**src/rtl/oddgen_prng.sv**
```systemverilog
module oddgen_prng #(
  parameter int W       = 32,
  parameter int ROUNDS  = 64,
  parameter int TOPBITS = 8,
  parameter int ROT_A   = 5,
  parameter int ROT_C   = 13
) (
  input  logic             clk,
  input  logic             rst_n,
  input  logic             seed_load,
  input  logic [2*W-1:0]   seed,
  input  logic             req,
  output logic             valid,
  output logic [W/2-1:0]   rnd
);
  localparam int HW   = W / 2;
  localparam int CW   = (ROUNDS > 1) ? $clog2(ROUNDS) : 1;
  localparam logic [CW-1:0] LAST = CW'(ROUNDS - 1);

  logic [W-1:0]  mix_w, add_w;
  logic [CW-1:0] cnt;
  logic          busy;

  logic [W-1:0] sa, sc, sq_a, sq_c, cond_a, cond_c, nxt_b;
  logic [HW-1:0] mapped;

  assign sa   = seed[W-1:0];
  assign sc   = seed[2*W-1:W];
  assign sq_a = sa * sa;
  assign sq_c = sc * sc;
  assign cond_a = sa + ((sq_a << ROT_A) | (sq_a >> (W - ROT_A)));
  assign cond_c = sc + ((sq_c << ROT_C) | (sq_c >> (W - ROT_C)));

  assign nxt_b  = (mix_w >> 1) + (mix_w << 1) + mix_w + add_w;
  assign mapped = {{TOPBITS{1'b1}}, nxt_b[HW-TOPBITS-1:1], 1'b1};

  always_ff @(posedge clk or negedge rst_n) begin
    if (!rst_n) begin
      mix_w <= '0;
      add_w <= '0;
      cnt   <= '0;
      busy  <= 1'b0;
      valid <= 1'b0;
      rnd   <= '0;
    end else if (seed_load) begin
      mix_w <= cond_a;
      add_w <= cond_c;
      cnt   <= '0;
      busy  <= 1'b0;
      valid <= 1'b0;
    end else begin
      valid <= 1'b0;
      if (busy) begin
        mix_w <= nxt_b;
        if (cnt == LAST) begin
          busy  <= 1'b0;
          cnt   <= '0;
          valid <= 1'b1;
          rnd   <= mapped;
        end else begin
          cnt <= cnt + 1'b1;
        end
      end else if (req) begin
        busy <= 1'b1;
        cnt  <= '0;
      end
    end
  end

  AST_VALID_ODD: assert property (@(posedge clk) disable iff (!rst_n)
    valid |-> rnd[0]);
  AST_VALID_TOP: assert property (@(posedge clk) disable iff (!rst_n)
    valid |-> (&rnd[HW-1 -: TOPBITS]));
  AST_VALID_PULSE: assert property (@(posedge clk) disable iff (!rst_n)
    valid |=> !valid);
  AST_SEED_ABORT: assert property (@(posedge clk) disable iff (!rst_n)
    seed_load |=> (!valid && !busy));
  AST_RUN_KEEPS: assert property (@(posedge clk) disable iff (!rst_n)
    (busy && !seed_load && cnt != LAST) |=> (busy && !valid));
  AST_RND_HOLD: assert property (@(posedge clk) disable iff (!rst_n)
    !valid |-> $stable(rnd));
endmodule

```
**config.mk**
```make
export PLATFORM = sky130hd
export DESIGN_NAME = oddgen_prng
export DESIGN_NICKNAME = d
export VERILOG_FILES = /design/src/rtl/oddgen_prng.sv
export SDC_FILE = /design/constraint.sdc
export NUM_CORES = 2
export LEC_CHECK = 0
export BUFFER_PORTS_ARGS = -buffer_cell sky130_fd_sc_hd__buf_4
export CORE_ASPECT_RATIO = 1.4
export CORE_MARGIN = 2
export CORE_UTILIZATION = 40
export CTS_CLUSTER_DIAMETER = 60
export CTS_CLUSTER_SIZE = 8
export DETAILED_ROUTE_END_ITERATION = 8
export HOLD_SLACK_MARGIN = 0.12
export PLACE_DENSITY = 0.62
export RECOVER_POWER = 25
export SLEW_MARGIN = 20
export SYNTH_ARGS = -nofsm -noshare
export SYNTH_HDL_FRONTEND = slang
export SYNTH_SLANG_ARGS = --single-unit
```
**constraint.sdc**
```tcl
create_clock -name clk -period 4.45 [get_ports clk]
set_clock_uncertainty 0.15 [all_clocks]
set_input_delay 0.89 -clock clk [delete_from_list [all_inputs] [get_ports clk]]
set_output_delay 0.89 -clock clk [all_outputs]
set_load 0.05 [all_outputs]
```
======== Yosys cells after proc, flatten, opt, wreduce, memory -nomap -nowiden ========
Cells that the tools add are included.
cells by class
  order comparisons ....................... 0
  reduce and logical (&&, ||, !) cells .... 3
  add/sub/neg operators ................... 6
  bitwise gates (word level) .............. 3
  equal/unequal tests ..................... 1
  shift operators ......................... 0
  multiplexer cells ....................... 13
  div/mod/pow operators ................... 0
  multipliers ............................. 2
operator list
  kind                   number
  $add A32 B32 Y32       4
  $mul A32 B32 Y32       2
  $mux W32               2
  $add A31 B32 Y32       1
  $or A32 B13 Y32        1
  $or A32 B5 Y32         1
  $mux W6                4
  $mux W1                7
  $add A6 B1 Y6 const B  1
  $eq A6 B6 Y1 const B   1
  $reduce_and A3 Y1      1
  $reduce_bool A3 Y1     1
  $reduce_bool A2 Y1     1
  $not A1 Y1             1
word-level totals
  memories ................................ 0
  bits in writable memories ............... 0
  register bits ........................... 81
  input bits .............................. 68
  logic and storage cells ................. 34
  memory bits (read-only) ................. 0
  latch bits .............................. 0

======== Logic depth before layout (Yosys ltp) ========
  depth after elaboration ................. 5
  gate-level depth with buffers ........... 41
  gate-level depth less buffers ........... 39

======== Worst setup path after synthesis ========
Ideal clock, no wire load.
  path kind ............................... input port to flip-flop
  from .................................... input seed[6]
  to ...................................... register mix_w[20]
  path slack .............................. -5.498 ns
  setup time .............................. 0.124 ns
  stages .................................. 37
  arrival ................................. 9.674 ns
  buffers on the path ..................... 2
  cells stage by stage .................... clkbuf_1 -> buf_1 -> nand2_1 -> fa_1 -> inv_1 -> fa_1 -> fa_1 -> inv_1 -> fa_1 -> inv_1 -> fa_1 -> inv_1 -> fa_1 -> inv_1 -> fa_1 -> fa_1 -> ha_1 -> or3_1 -> o22ai_1 -> a21oi_1 -> nand2_1 -> nand2_1 -> a21oi_1 -> xnor2_1 -> ha_1 -> fa_1 -> a211oi_1 -> o21a_1 -> o221ai_1 -> a2111o_1 -> or2_1 -> a31oi_1 -> nor2b_1 -> o21a_1 -> or3_1 -> a21boi_0 -> a21oi_1
between the ends
  word-level cells in the longest chain between the ends .. 4
RTL lines
  item                  line  source
  start, declared       11    input logic [2*W-1:0] seed,
  $mul A32 B32 Y32      29    assign sq_a = sa * sa;
  $or A32 B5 Y32        31    assign cond_a = sa + ((sq_a << ROT_A) | (sq_a >> (W - ROT_A)));
  $add A32 B32 Y32 *    31
  $mux W32 *            45    end else if (seed_load) begin
  end signal, assigned  46    mix_w <= cond_a;
  end signal, assigned  54    mix_w <= nxt_b;
  end, declared         20    logic [W-1:0] mix_w, add_w;
Every way passes the cells marked *; elsewhere a longest branch is shown, timed or not.
A chain may end at the register's enable or synchronous reset.

======== Worst setup path after layout ========
  from .................................... input seed[45]
  to ...................................... register add_w[31]
between the ends
  word-level cells in the longest chain between the ends .. 3
RTL lines
  item                  line  source
  $mul A32 B32 Y32      30    assign sq_c = sc * sc;
  $or A32 B13 Y32       32    assign cond_c = sc + ((sq_c << ROT_C) | (sq_c >> (W - ROT_C)));
  $add A32 B32 Y32 *    32
  end signal, assigned  47    add_w <= cond_c;
  end, declared         20
Marks and branches as above.

==> results.json <==
{
  "crit_slowest_cell": "fa_1",
  "start_util_pct": 40.3,
  "synth_edf_count": 0,
  "end_kind": "register",
  "ys_warn_count": 0,
  "htreeDepth": 3,
  "route.met3.wl_um": 2530,
  "period_needed_ns": 9.39,
  "ios": 85,
  "met1_length_um": 36200,
  "vias": 27400,
  "yosys-top-cells-count": "inv_1, fa_1, ha_1",
  "setup_ws_ns": -4.94,
  "startpoint_type": "input port",
  "required_ns": 4.55,
  "cts_tree": "done",
  "utilization_pct": 52.6,
  "synthDistinctLibCells": 72,
  "synthTopCellsByArea": "fa_1, ha_1, inv_1",
  "hpwl_um": 84600,
  "max_freq_ghz": 0.106,
  "clock_path_buffers": 2,
  "synth.mux.area_fraction_pct": 1.41,
  "finalNetCount": 5698,
  "rr_startpoint": "mix_w[5]",
  "wl_um": 98300,
  "die_area_um2": 89800,
  "crit_path_frequent_cell": "fa_1",
  "fill_cells": 7902,
  "drc": 0,
  "final_layout_size_suffix_gt1_share_pct": 28.9,
  "final.setup.tns_ns": -261.32,
  "synth_xor_area_share_pct": 4.81,
  "synth_compound_area_share_pct": 7.92,
  "hold_path.startpoint": "rnd[2]",
  "dp_cells": 5556,
  "yosysSeqAreaShare_pct": 5.73,
  "hold_path_class": "reg2reg",
  "ant_nets": 0,
  "rsz0062_at_grt": "yes",
  "grt_max_degree": 75,
  "min_period_over_period_pct": 211,
  "max-cap-violations": 1,
  "clk_latency_ns": 0.36,
  "antenna_found_initial": 0,
  "synth_most_common_cell": "inv_1",
  "grt_usage_pct": 22.6,
  "drt-pass1-iter-count": 5,
  "gp_congestion": 0.891,
  "pre_cts_ws_ns": -5.82,
  "setup_viol": 64,
  "wl_per_cell_um": 17.4,
  "stdcell_count": 5662,
  "synthCells": 3704,
  "via_per_inst": 4.83,
  "multi_input_area_um2": 31000,
  "failed_checks": "max-capacitance violations, max-slew violations, negative setup slack",
  "synth-seq-cells": 80,
  "crit_cells": 35,
  "min_path_cells": 2,
  "diodes": 0,
  "path_clk_slew_ns": 0.07,
  "highest_layer": "met4",
  "ctsRootBufferMaster": "clkbuf_16",
  "grt.overflow.total": 0,
  "crit_type": "in2reg",
  "relSlewSlack_pct": -101,
  "met2_length_um": 54700,
  "max_stage_delay_ns": 0.55,
  "synth_ff_type": "dfrtp_1",
  "worstPathArrival_ns": 9.49,
  "first_global_vias": 31200,
  "reg2reg_depth": 14,
  "cts_buffers": 9,
  "core-area_um2": 86800,
  "synthAdderAreaFrac_pct": 58.0,
  "critPathLaunch": "seed[45]",
  "synth_top_area_share_pct": 45.5,
  "chipHeight_um": 354,
  "syn_nets": 4914,
  "avgSynthCellArea_um2": 9.44,
  "tightest_slew_ns": 3.02,
  "grt_pass1_wl_um": 159000,
  "die_w_um": 254,
  "first_iter_violations": 970,
  "finalHoldViolations": 0,
  "synth_area_leader_cell": "fa_1",
  "cp_max_fo": 5,
  "clock-sinks": 80,
  "ctsHoldBuffers": 0,
  "status": "complete, but fails checks",
  "area_growth_pct": 30.5,
  "seqCellArea_um2": 2000,
  "rows": 128,
  "netlist_area_um2": 35000,
  "synth-async-reset-ratio_pct": 100,
  "synth_top_family_by_area": "adder cells",
  "finalMaxSlewViolations": 55,
  "portBuffers": 84,
  "critPathTopFamily": "adder cells",
  "synth-simple-area-share_pct": 11.2,
  "path_buf_inv": 6
}
-- stage by stage --
| stage | hold slack (ns) | instance area [um^2] |
|---|---|---|
| 3_5_place_dp | 0.314 | 42500 |
| 4_1_cts | 0.330 | 44700 |
| 5_1_grt | 0.358 | 45600 |
| 6_report | 0.328 | 45600 |
| 3_3_place_gp | 0.314 | 42500 |
| 2_1_floorplan | 0.301 | 35600 |
-- worst register-to-register path: stages, from the launching register on --
cell and delay (ns):
dfrtp_1 0.45, fa_1 0.57, fa_1 0.42, ha_1 0.34, and2_1 0.15, and3_1 0.18
o21ai_1 0.13, a2111oi_2 0.63, o211ai_1 0.29, a211oi_1 0.34, nor2_1 0.09, a21oi_1 0.18
xnor2_1 0.16, a21boi_0 0.12, o31a_1 0.29
-- worst paths after layout --
| kind | slack [ns] | endpoint |
|---|---|---|
| setup / recovery | -4.94 | add_w[31] |
| setup reg to reg | -0.15 | mix_w[31] |
| max in group asynchronous | 1.05 | add_w[21] |
| hold reg to reg | 0.33 | rnd[2] |
| min in group asynchronous | 1.36 | rnd[0] |
| hold / removal | 0.33 | rnd[2] |
-- flip-flops by register name (all words and copies together) (netlist names) --
register / flops
add_w: 32
busy: 1
cnt: 6
mix_w: 32
rnd: 8
valid: 1
-- cell type report --
| class | count | share of cell area [%] |
|---|---|---|
| Timing Repair Buffer | 888 | 16.3 |
| Inverter | 901 | 7.42 |
| Sequential cell | 80 | 4.39 |
| Multi-Input combinational cell | 2608 | 68.0 |
| Clock inverter | 5 | 0.126 |
| Tap cell | 1170 | 3.21 |
| Clock buffer | 10 | 0.524 |
-- cells in the final DEF, fill, tap and decap left out, drive strengths merged, types with 98 or more instances in the layout --
master  netlist  routed
o21ai       102     102
nand2       325     325
fa          795     795
ha          347     347
a21oi       139     139
nor2         98      98
xnor2       142     142
and2        248     248
buf          14     881
inv         901     900
-- per-layer routing --
layer / track usage, % / up-vias
met1: 25.0 / 13800
met4: 9.84 / 0
met5: 0 / -
met2: 43.7 / 529
met3: 1.26 / 213
li1: - / 12800
-- timing repair --
item | CTS | global route
pin swaps | 197 | 188
gates cloned | 4 | 5
setup buffers | 73 | 36
gates resized for setup | 300 | 184
setup endpoints to repair | 64 | 64
-- cells by family (layout without fill, tap and decap cells) --
| group | after synthesis | in the layout |
|---|---|---|
| flops | 80 | 80 |
| fa+ha+maj | 1142 | 1142 |
| simple gates | 796 | 796 |
| mux | 46 | 46 |
| compound gates | 432 | 432 |
| xor+xnor | 192 | 192 |
| buf+inv | 1016 | 1804 |
Power is left out: the tool's default activity adds up to more than one toggle a clock period on the data nets, which glitch-free logic cannot reach.
